**src/rtl/rtc_cal_pkg.sv**
```systemverilog
package rtc_cal_pkg;

   localparam int CTRL_OFS  = 0;
   localparam int TIME_OFS  = 4;
   localparam int HALT_BIT  = 5;

   typedef struct packed {
      logic [6:0] sec;
      logic [6:0] min;
      logic [5:0] hour;
      logic [5:0] day;
      logic [2:0] wday;
      logic [4:0] mon;
      logic [7:0] year;
   } rtc_time_t;

   localparam rtc_time_t TIME_RST = '{sec: 7'h00, min: 7'h00, hour: 6'h00,
                                      day: 6'h01, wday: 3'd0, mon: 5'h01,
                                      year: 8'h00};

   function automatic logic [7:0] bcd_inc(input logic [7:0] v);
      if (v[3:0] >= 4'd9) return {v[7:4] + 4'd1, 4'd0};
      else                return {v[7:4], v[3:0] + 4'd1};
   endfunction

   // value of the two BCD digits divisible by 4
   function automatic logic bcd_leap(input logic [7:0] y);
      logic [3:0] lo;
      lo = y[3:0];
      if (y[4]) return (lo == 4'd2) || (lo == 4'd6);
      else      return (lo == 4'd0) || (lo == 4'd4) || (lo == 4'd8);
   endfunction

   function automatic logic [5:0] month_last(input logic [4:0] m, input logic leap);
      case (m)
         5'h02:                      return leap ? 6'h29 : 6'h28;
         5'h04, 5'h06, 5'h09, 5'h11: return 6'h30;
         default:                    return 6'h31;
      endcase
   endfunction

endpackage

```
**src/rtl/rtc_prescaler.sv**
```systemverilog
module rtc_prescaler #(
   parameter int DIV = 32768
) (
   input  logic clk,
   input  logic rst_n,
   input  logic clr,
   input  logic en,
   output logic tick
);
   localparam int  CW  = (DIV > 2) ? $clog2(DIV) : 1;
   localparam logic [CW-1:0] LAST = CW'(DIV - 1);
   localparam bit  POW2 = (DIV & (DIV - 1)) == 0;

   logic [CW-1:0] cnt_q;

   generate
      if (DIV < 2) begin : g_bad_div
         $error("rtc_prescaler: DIV must be at least 2");
      end
      if (POW2) begin : g_pow2
         // counter wraps on its own at a power of two
         always_ff @(posedge clk or negedge rst_n)
            if (!rst_n)    cnt_q <= '0;
            else if (clr)  cnt_q <= '0;
            else if (en)   cnt_q <= cnt_q + 1'b1;
         assign tick = en && !clr && (&cnt_q);
      end else begin : g_cmp
         always_ff @(posedge clk or negedge rst_n)
            if (!rst_n)    cnt_q <= '0;
            else if (clr)  cnt_q <= '0;
            else if (en)   cnt_q <= (cnt_q == LAST) ? '0 : cnt_q + 1'b1;
         assign tick = en && !clr && (cnt_q == LAST);
      end
   endgenerate

   AST_TICK_GAP: assert property (@(posedge clk) disable iff (!rst_n)
      tick |=> !tick);

endmodule

```
**src/rtl/rtc_cal_next.sv**
```systemverilog
module rtc_cal_next
   import rtc_cal_pkg::*;
(
   input  rtc_time_t cur,
   output rtc_time_t nxt,
   output logic      day_wrap
);
   logic       s_wrap, m_wrap, h_wrap, mo_wrap;
   logic [5:0] last_day;
   logic [7:0] s_inc, m_inc, h_inc, d_inc, mo_inc, y_inc;

   always_comb begin
      last_day = month_last(cur.mon, bcd_leap(cur.year));
      s_wrap   = cur.sec  >= 7'h59;
      m_wrap   = s_wrap && (cur.min  >= 7'h59);
      h_wrap   = m_wrap && (cur.hour >= 6'h23);
      day_wrap = h_wrap;
      mo_wrap  = h_wrap && (cur.day >= last_day);

      s_inc  = bcd_inc({1'b0, cur.sec});
      m_inc  = bcd_inc({1'b0, cur.min});
      h_inc  = bcd_inc({2'b0, cur.hour});
      d_inc  = bcd_inc({2'b0, cur.day});
      mo_inc = bcd_inc({3'b0, cur.mon});
      y_inc  = bcd_inc(cur.year);

      nxt = cur;
      nxt.sec = s_wrap ? 7'h00 : s_inc[6:0];
      if (s_wrap) nxt.min  = m_wrap ? 7'h00 : m_inc[6:0];
      if (m_wrap) nxt.hour = h_wrap ? 6'h00 : h_inc[5:0];
      if (h_wrap) begin
         nxt.day  = mo_wrap ? 6'h01 : d_inc[5:0];
         nxt.wday = (cur.wday >= 3'd6) ? 3'd0 : cur.wday + 3'd1;
      end
      if (mo_wrap) begin
         nxt.mon = (cur.mon >= 5'h12) ? 5'h01 : mo_inc[4:0];
         if (cur.mon >= 5'h12)
            nxt.year = (cur.year >= 8'h99) ? 8'h00 : y_inc;
      end
   end

endmodule

```
**src/rtl/rtc_bcd_core.sv**
```systemverilog
module rtc_bcd_core
   import rtc_cal_pkg::*;
#(
   parameter int PRESC_DIV = 32768,
   parameter int ADDR_W    = 4
) (
   input  logic              clk,
   input  logic              rst_n,
   input  logic              osc_en,
   input  logic              bus_hold,
   input  logic              wr_en,
   input  logic              rd_en,
   input  logic [ADDR_W-1:0] addr,
   input  logic [7:0]        wdata,
   output logic [7:0]        rdata
);
   localparam int LAST_OFS = TIME_OFS + 6;

   generate
      if (ADDR_W < 4) begin : g_bad_aw
         $error("rtc_bcd_core: ADDR_W too small for the register map");
      end
   endgenerate

   rtc_time_t time_q, time_nxt;
   logic      osf_q, halt_q, pend_q;
   logic      sec_tick, apply, wr_ok, day_wrap;

   rtc_prescaler #(.DIV(PRESC_DIV)) u_presc (
      .clk  (clk),
      .rst_n(rst_n),
      .clr  (halt_q),
      .en   (osc_en),
      .tick (sec_tick)
   );

   rtc_cal_next u_cal (
      .cur     (time_q),
      .nxt     (time_nxt),
      .day_wrap(day_wrap)
   );

   assign wr_ok = wr_en && bus_hold;
   assign apply = (sec_tick || pend_q) && !bus_hold && !halt_q;

   // tick deferred while the window is open, at most one kept
   always_ff @(posedge clk or negedge rst_n)
      if (!rst_n)        pend_q <= 1'b0;
      else if (halt_q)   pend_q <= 1'b0;
      else if (bus_hold) pend_q <= pend_q || sec_tick;
      else               pend_q <= 1'b0;

   always_ff @(posedge clk or negedge rst_n)
      if (!rst_n) begin
         time_q <= TIME_RST;
         osf_q  <= 1'b1;
         halt_q <= 1'b0;
      end else if (wr_ok) begin
         case (int'(addr))
            CTRL_OFS:     halt_q       <= wdata[HALT_BIT];
            TIME_OFS:     begin time_q.sec <= wdata[6:0]; osf_q <= 1'b0; end
            TIME_OFS + 1: time_q.min  <= wdata[6:0];
            TIME_OFS + 2: time_q.hour <= wdata[5:0];
            TIME_OFS + 3: time_q.day  <= wdata[5:0];
            TIME_OFS + 4: time_q.wday <= wdata[2:0];
            TIME_OFS + 5: time_q.mon  <= wdata[4:0];
            LAST_OFS:     time_q.year <= wdata;
            default: ;
         endcase
      end else if (apply) begin
         time_q <= time_nxt;
      end

   logic [7:0] rmux;
   always_comb begin
      case (int'(addr))
         CTRL_OFS:     rmux = 8'(halt_q) << HALT_BIT;
         TIME_OFS:     rmux = {osf_q, time_q.sec};
         TIME_OFS + 1: rmux = {1'b0, time_q.min};
         TIME_OFS + 2: rmux = {2'b0, time_q.hour};
         TIME_OFS + 3: rmux = {2'b0, time_q.day};
         TIME_OFS + 4: rmux = {5'b0, time_q.wday};
         TIME_OFS + 5: rmux = {3'b0, time_q.mon};
         LAST_OFS:     rmux = time_q.year;
         default:      rmux = 8'h00;
      endcase
   end
   assign rdata = (rd_en && bus_hold) ? rmux : 8'h00;

   AST_FROZEN: assert property (@(posedge clk) disable iff (!rst_n)
      (bus_hold && !wr_en) |=> $stable(time_q));

   AST_PEND_ONCE: assert property (@(posedge clk) disable iff (!rst_n)
      (pend_q && !bus_hold) |=> !pend_q);

   AST_HALT_NO_TICK: assert property (@(posedge clk) disable iff (!rst_n)
      halt_q |-> !sec_tick);

   AST_HALT_HOLD: assert property (@(posedge clk) disable iff (!rst_n)
      (halt_q && !wr_ok) |=> $stable(time_q));

   AST_WDAY_WITH_DAY: assert property (@(posedge clk) disable iff (!rst_n)
      apply |=> ((time_q.wday != $past(time_q.wday)) == (time_q.day != $past(time_q.day))));

   AST_IDLE_WRITE: assert property (@(posedge clk) disable iff (!rst_n)
      (!bus_hold && !apply) |=> ($stable(time_q) && $stable(halt_q)));

endmodule

```
**config.mk**
```make
export PLATFORM = sky130hd
export DESIGN_NAME = rtc_bcd_core
export DESIGN_NICKNAME = d
export VERILOG_FILES = /design/src/rtl/rtc_cal_pkg.sv /design/src/rtl/rtc_prescaler.sv /design/src/rtl/rtc_cal_next.sv /design/src/rtl/rtc_bcd_core.sv
export SDC_FILE = /design/constraint.sdc
export NUM_CORES = 1
export LEC_CHECK = 0
export ABC_CLOCK_PERIOD_IN_PS = 5600
export CORE_AREA = 4 4 106 98
export CTS_BUF_LIST = sky130_fd_sc_hd__clkbuf_8
export CTS_CLUSTER_SIZE = 40
export DETAILED_ROUTE_END_ITERATION = 8
export DIE_AREA = 0 0 110 102
export GPL_TIMING_DRIVEN = 0
export PLACE_DENSITY = 0.77
export SLEW_MARGIN = 20
export SYNTH_ARGS = -nofsm -noshare
export SYNTH_HDL_FRONTEND = slang
export SYNTH_SLANG_ARGS = --single-unit
```
**constraint.sdc**
```tcl
create_clock -name clk -period 5.6 [get_ports clk]
set_clock_uncertainty 0.1 [all_clocks]
set_input_delay 0.56 -clock clk [delete_from_list [all_inputs] [get_ports clk]]
set_output_delay 0.56 -clock clk [all_outputs]
set_load 0.02 [all_outputs]
```
Yosys cells after proc, flatten, opt, wreduce, memory -nomap -nowiden
Cells that the tools add are included.
Storage, ports and cells
  word-level logic and storage cells: 150
  bits of input ports: 18
  register bits after elaboration: 60
Operators by class
  eq/ne operators: 23
  add/subtract/negate cells: 14
  muxes and demuxes: 36
  order comparisons: 13
  reduce and logical (&&, ||, !) cells: 47
Operator list (count)
  42-bit two-way mux: 2
  8-bit one-hot mux with 8 select lines: 1
  7-bit two-way mux: 7
  6-bit two-way mux: 7
  8-bit two-way mux: 5
  15-bit two-way mux: 2
  4-bit by 1-bit adder with 4-bit output (second input constant): 7
  4-bit by 3-bit == test with 1-bit output (second input constant): 6
  4-bit greater-or-equal comparator (second input constant): 6
  4-bit AND reduction: 5
  3-bit AND reduction: 6
  3-bit nonzero test: 6
  4-bit == test (second input constant): 4
  15-bit by 1-bit adder with 15-bit output (second input constant): 1
  5-bit two-way mux: 3
  15-bit AND reduction: 1
  7-bit greater-or-equal comparator (second input constant): 2
  2-bit by 1-bit != test with 1-bit output (second input constant): 7
  2-bit nonzero test: 7
  13-bit two-way mux: 1
  6-bit one-hot mux with 2 select lines: 1
  5-bit by 3-bit == test with 1-bit output (second input constant): 2
  3-bit by 1-bit adder with 3-bit output (second input constant): 3
  1-bit logical AND: 9
  other kinds (20): 32

Depth between registers and ports, before layout
  depth in word-level cells: 12
  mapped depth: 14
  gate-level depth less buffers: 13

By module
A second synthesis with hierarchy kept.
Unflattened totals
  cells, all modules: 580
  area total of the unflattened synthesis: 5231.3 µm²
By module, submodules not included
  rtc_bcd_core: cells an instance 256, times used 1, area each 2766.4 µm², seq. area each 1129.8 µm²
  rtc_cal_next: cells an instance 243, times used 1, area each 1664.1 µm², seq. area each 0.0 µm²
  rtc_prescaler: cells an instance 81, times used 1, area each 800.8 µm², seq. area each 375.4 µm²

Least setup slack after synthesis
OpenSTA, ideal clock, no wires.
  path kind: flip-flop to flip-flop
  start: register time_q[0] (netlist bit)
  end: register time_q[21] (netlist bit)
  library setup time: 0.134 ns
  slack: 2.410 ns
  arrival: 2.956 ns
  cell stages (with the launch flop): 15
  cells stage by stage: dfrtp_1 inv_1 ha_1 mux2i_1 o32ai_1 a2111oi_0 a31oi_1 ha_1 nor4b_1 o211ai_2 nor4b_2 or3_1 buf_2 a21oi_1 a311oi_1
On the way
  longest elaborated chain between the ends: 12
  elaborated cells on any way between the ends: 19
  classes of those cells: order compare (1); eq/ne (4); mux (7); reduce/logical (7)
Ends and longest elaborated chain
  start, declared: RTL line rtc_bcd_core.sv:25  | rtc_time_t time_q, time_nxt;
  start signal, assigned: RTL line rtc_bcd_core.sv:71  | time_q <= time_nxt;
  4-bit by 3-bit == test with 1-bit output / 4-bit zero test (equally long branches): RTL line rtc_cal_pkg.sv:31  | else return (lo == 4'd0) || (lo == 4'd4) || (lo == 4'd8);
  1-bit logical OR (2 in series): RTL line rtc_cal_pkg.sv:31
  1-bit two-way mux (*): RTL line rtc_cal_pkg.sv:30  | if (y[4]) return (lo == 4'd2) || (lo == 4'd6);
  1-bit two-way mux (*): RTL line rtc_cal_pkg.sv:36  | 5'h02: return leap ? 6'h29 : 6'h28;
  6-bit one-hot mux with 2 select lines (*): RTL line rtc_cal_pkg.sv:35  | case (m)
  6-bit greater-or-equal comparator (*): RTL line rtc_cal_next.sv:18  | mo_wrap = h_wrap && (cur.day >= last_day);
  1-bit logical AND (*): RTL line rtc_cal_next.sv:18
  6-bit two-way mux: RTL line rtc_cal_next.sv:32  | nxt.day = mo_wrap ? 6'h01 : d_inc[5:0];
  9-bit two-way mux: RTL line rtc_cal_next.sv:31  | if (h_wrap) begin
  42-bit two-way mux: RTL line rtc_bcd_core.sv:70  | end else if (apply) begin
  42-bit two-way mux: RTL line rtc_bcd_core.sv:58  | end else if (wr_ok) begin
Every way passes the cells marked *; elsewhere a longest branch is shown, timed or not. The select of a mux whose other input is x is not followed.
A chain may end at the register's enable or synchronous reset.

Worst setup path in the final report
  start: input addr[0]
  end: output rdata[0]
On the way
  longest elaborated chain between the ends: 3
  elaborated cells on any way between the ends: 10
  classes of those cells: eq/ne (7); mux (2); reduce/logical (1)
Ends and longest elaborated chain
  start, declared: RTL line rtc_bcd_core.sv:13  | input logic [ADDR_W-1:0] addr,
  4-bit == test, or another cell as far along: RTL line rtc_bcd_core.sv:76  | case (int'(addr))
  8-bit one-hot mux with 8 select lines (*): RTL line rtc_bcd_core.sv:76
  8-bit two-way mux (*): RTL line rtc_bcd_core.sv:88  | assign rdata = (rd_en && bus_hold) ? rmux : 8'h00;
  end, declared: RTL line rtc_bcd_core.sv:15  | output logic [7:0] rdata
Every way passes the cells marked *; elsewhere a longest branch is shown, timed or not.

==> results.md <==
* Post-synthesis register bit count at 60
* Leak at 2.18 nW
* Post-Route WL at 13300 um
* Final core area utilization at 54.6%
* Port bufs at 25
* CP Data Required Time at a little under 5 ns
* Post-synthesis sequential area ratio at between 30% and 40%
* First-pass GRT wire length at between 20000 and 25000 um
* CTS tree: yes
* Storage cell area at ~1500 um^2
* Post-CTS setup buffers at 0
* Syn nets at 553
* # fillers at between 800 and 900
* Cell count after synthesis at 500
* Setup Slack @ Placement at between 1.5 and 2 ns
* RSZ-0062 raised after global routing: false
* Placed Instances at 652
* Clk slew on worst S/H paths at 0.07 ns
* Max_cap viols at 0
* Slowest stage delay, CP at 0.64 ns
* Core box area at around 9400 um^2
* Placer congestion estimate at 0.931
* Crit path cell chain: clkdlybuf4s50_1, buf_1, clkbuf_1, mux4_2, a22oi_1, nor2_1, clkdlybuf4s50_1
* Final hold vios at 0
* Commonest non-fill, non-tap cell in the layout: dfrtp_1
* Worst Setup Path Type: primary input to primary output
* Synth Flop Type: dfrtp_1
* Fin nets at 590
* Post-DP HPWL at 9800 um
* Final worst-path setup slack at 1.61 ns
* Worst-Margin Slew at between 0.8 and 0.9 ns
* Max_slew headroom at 44.4%
* Min-delay worst type: primary input to async pin
* Most frequent cells in the layout: dfrtp_1 (57), nor2_1 (40), nand2_1 (37), inv_1 (35), ha_1 (35)
* CTS resizes at 0
* Min Tclk post-route at 3.99 ns
* Total gr overflow at 0
* TritonCTS Buffers at 9
* CP max-delay cell: clkdlybuf4s50_1
* DIE WIDTH at 110 um
* Fin crit share at 71.2%
* Status: complete, no violations
* Crit path DAT at 3.33 ns
* Vias in the first global route at roughly 4100
* GRT Total Usage at 24.7%
* DIE HEIGHT at 102 um
* Footprint of the multi-input gates at 2780 um^2
* Hold slack at 0.0294 ns
* DR vias at roughly 4200
* H-tree depth at 3
* Hold_buf cts at 0
* Pin count of the biggest net entering global routing at 32
* Synth cell types at 74
* Worst-path maximum fanout at 10
* Final number of setup-violating endpoints at 0
* Routed Antenna Nets at 0
* Share of cells above drive strength 1 at around a tenth
* I/O pins at 26
* Syn avg cell area at 9.02 um^2
* DRT iter0 DRCs at about 520
* Drt pass-1 iters at 5
* Die ar. at 11200 um^2
* Max Slew Vio Count at 0
* Finished Layout Cells at 668
* Most used cell, CP: clkdlybuf4s50_1
* CP endpoint kind: primary output
* DRC Markers at 0
* Maximum VDD drop at 0.173 mV
* Clock root cell: clkbuf_8
* CTS max path bufs at 2
* Wire length per cell at 19.9 um
* Clock sink total at 60
* Synth Warn # at 0
* Worst skew pair latency at 0.36 ns
* Post-Syn Area at 4510 um^2
* Area Overhead vs Synth at 13.9%
* Antenna violations before repair at 0
* Power per cell area at 315 nW/um^2
* Vias/cell at 6.34
* CP startpoint kind: primary input
* Post-synth EDFFs at 0
* Post-route setup TNS at 0 ns
* Starting density of the core at 48.0%
* Asr flop ratio synth at 100%
* Max frequency at 0.251 GHz
* Row count at 34
routing by layer:
layer	up-vias	part of all wire [%]	track usage, %
met1	2046	42	33.6
met4	0	3.1	12.2
met2	218	46	37.7
li1	1933	-	-
met5	-	0	0
met3	41	8.7	4.86
state kept, by name, summed over array words and instances, names as in the netlist:
name,count
time_q,42
halt_q,1
pend_q,1
u_presc.cnt_q,15
osf_q,1
Yosys cell counts (6+ instances only):
cell type,instances,area share [%]
o22ai_1,7,0.97
nand3_1,20,2.2
a21oi_1,29,3.2
nor3_1,7,0.78
xor2_1,10,1.9
mux2i_1,7,1.6
nor2_1,40,3.3
nand2_1,37,3.1
dfrtp_1,57,32
o21ai_0,29,3.2
a211oi_1,6,1.0
buf_2,7,0.78
a31oi_1,10,1.4
o21ai_1,7,0.78
o31a_1,8,1.6
inv_1,35,2.9
clkbuf_1,12,1.0
nor2b_1,7,0.97
a22o_1,8,1.6
ha_1,35,9.7
cell families after synthesis:
family          Yosys count  share of synthesized area (%)
simple gates            156                           18.0
mux                      17                           5.30
buf+inv                  57                           4.94
flops                    60                           33.4
fa+ha+maj                35                           9.71
compound gates          161                           26.0
xor+xnor                 14                           2.72
path summary, 6_finish.rpt:
check	slack, ns	endpoint	cells after the start	from
setup / recovery	1.61	rdata[0]	7	addr[0]
hold / removal	0.03	u_presc.cnt_q[6]$_DFFE_PN0P_	1	rst_n
setup reg to reg	1.70	time_q[18]$_DFFE_PN0P_	14	time_q[0]$_DFFE_PN0P_
hold reg to reg	0.36	osf_q$_DFFE_PN1P_	1	osf_q$_DFFE_PN1P_
max in group asynchronous	4.79	osf_q$_DFFE_PN1P_	2	rst_n
min in group clk	0.36	osf_q$_DFFE_PN1P_	1	osf_q$_DFFE_PN1P_
where the power goes:
part           total [mW]  internal, mW  switching, mW  leakage, nW
logic               0.546         0.229          0.317         1.34
clock network       0.406         0.216          0.190       0.0946
registers           0.664         0.522          0.142        0.746
per-stage QoR:
stage	power [mW]	cell area (um^2)
2_1_floorplan	1.02	4510
3_3_place_gp	1.16	4920
3_5_place_dp	1.20	4930
4_1_cts	1.61	5130
5_1_grt	1.72	5130
6_report	1.62	5140
critical path, delay by kind of cell:
family / cells / cell delay [ns]
buffers and inverters: 4 / 2.12
muxes: 1 / 0.39
AOI/OAI and AO/OA: 1 / 0.16
and+or+nand+nor: 1 / 0.09
layout make-up:
class                   instances  area share [%]
multi-input cells             383            54.1
clock buffers                  10            2.68
inverters                      35            2.56
clock inverters                 5            1.22
flip-flops and latches         60            29.3
well taps                     126            3.07
repair buffers                 26            5.21
plain buffers                  22            1.78
diodes                          1          0.0487
(Power assumes the default switching activity.)
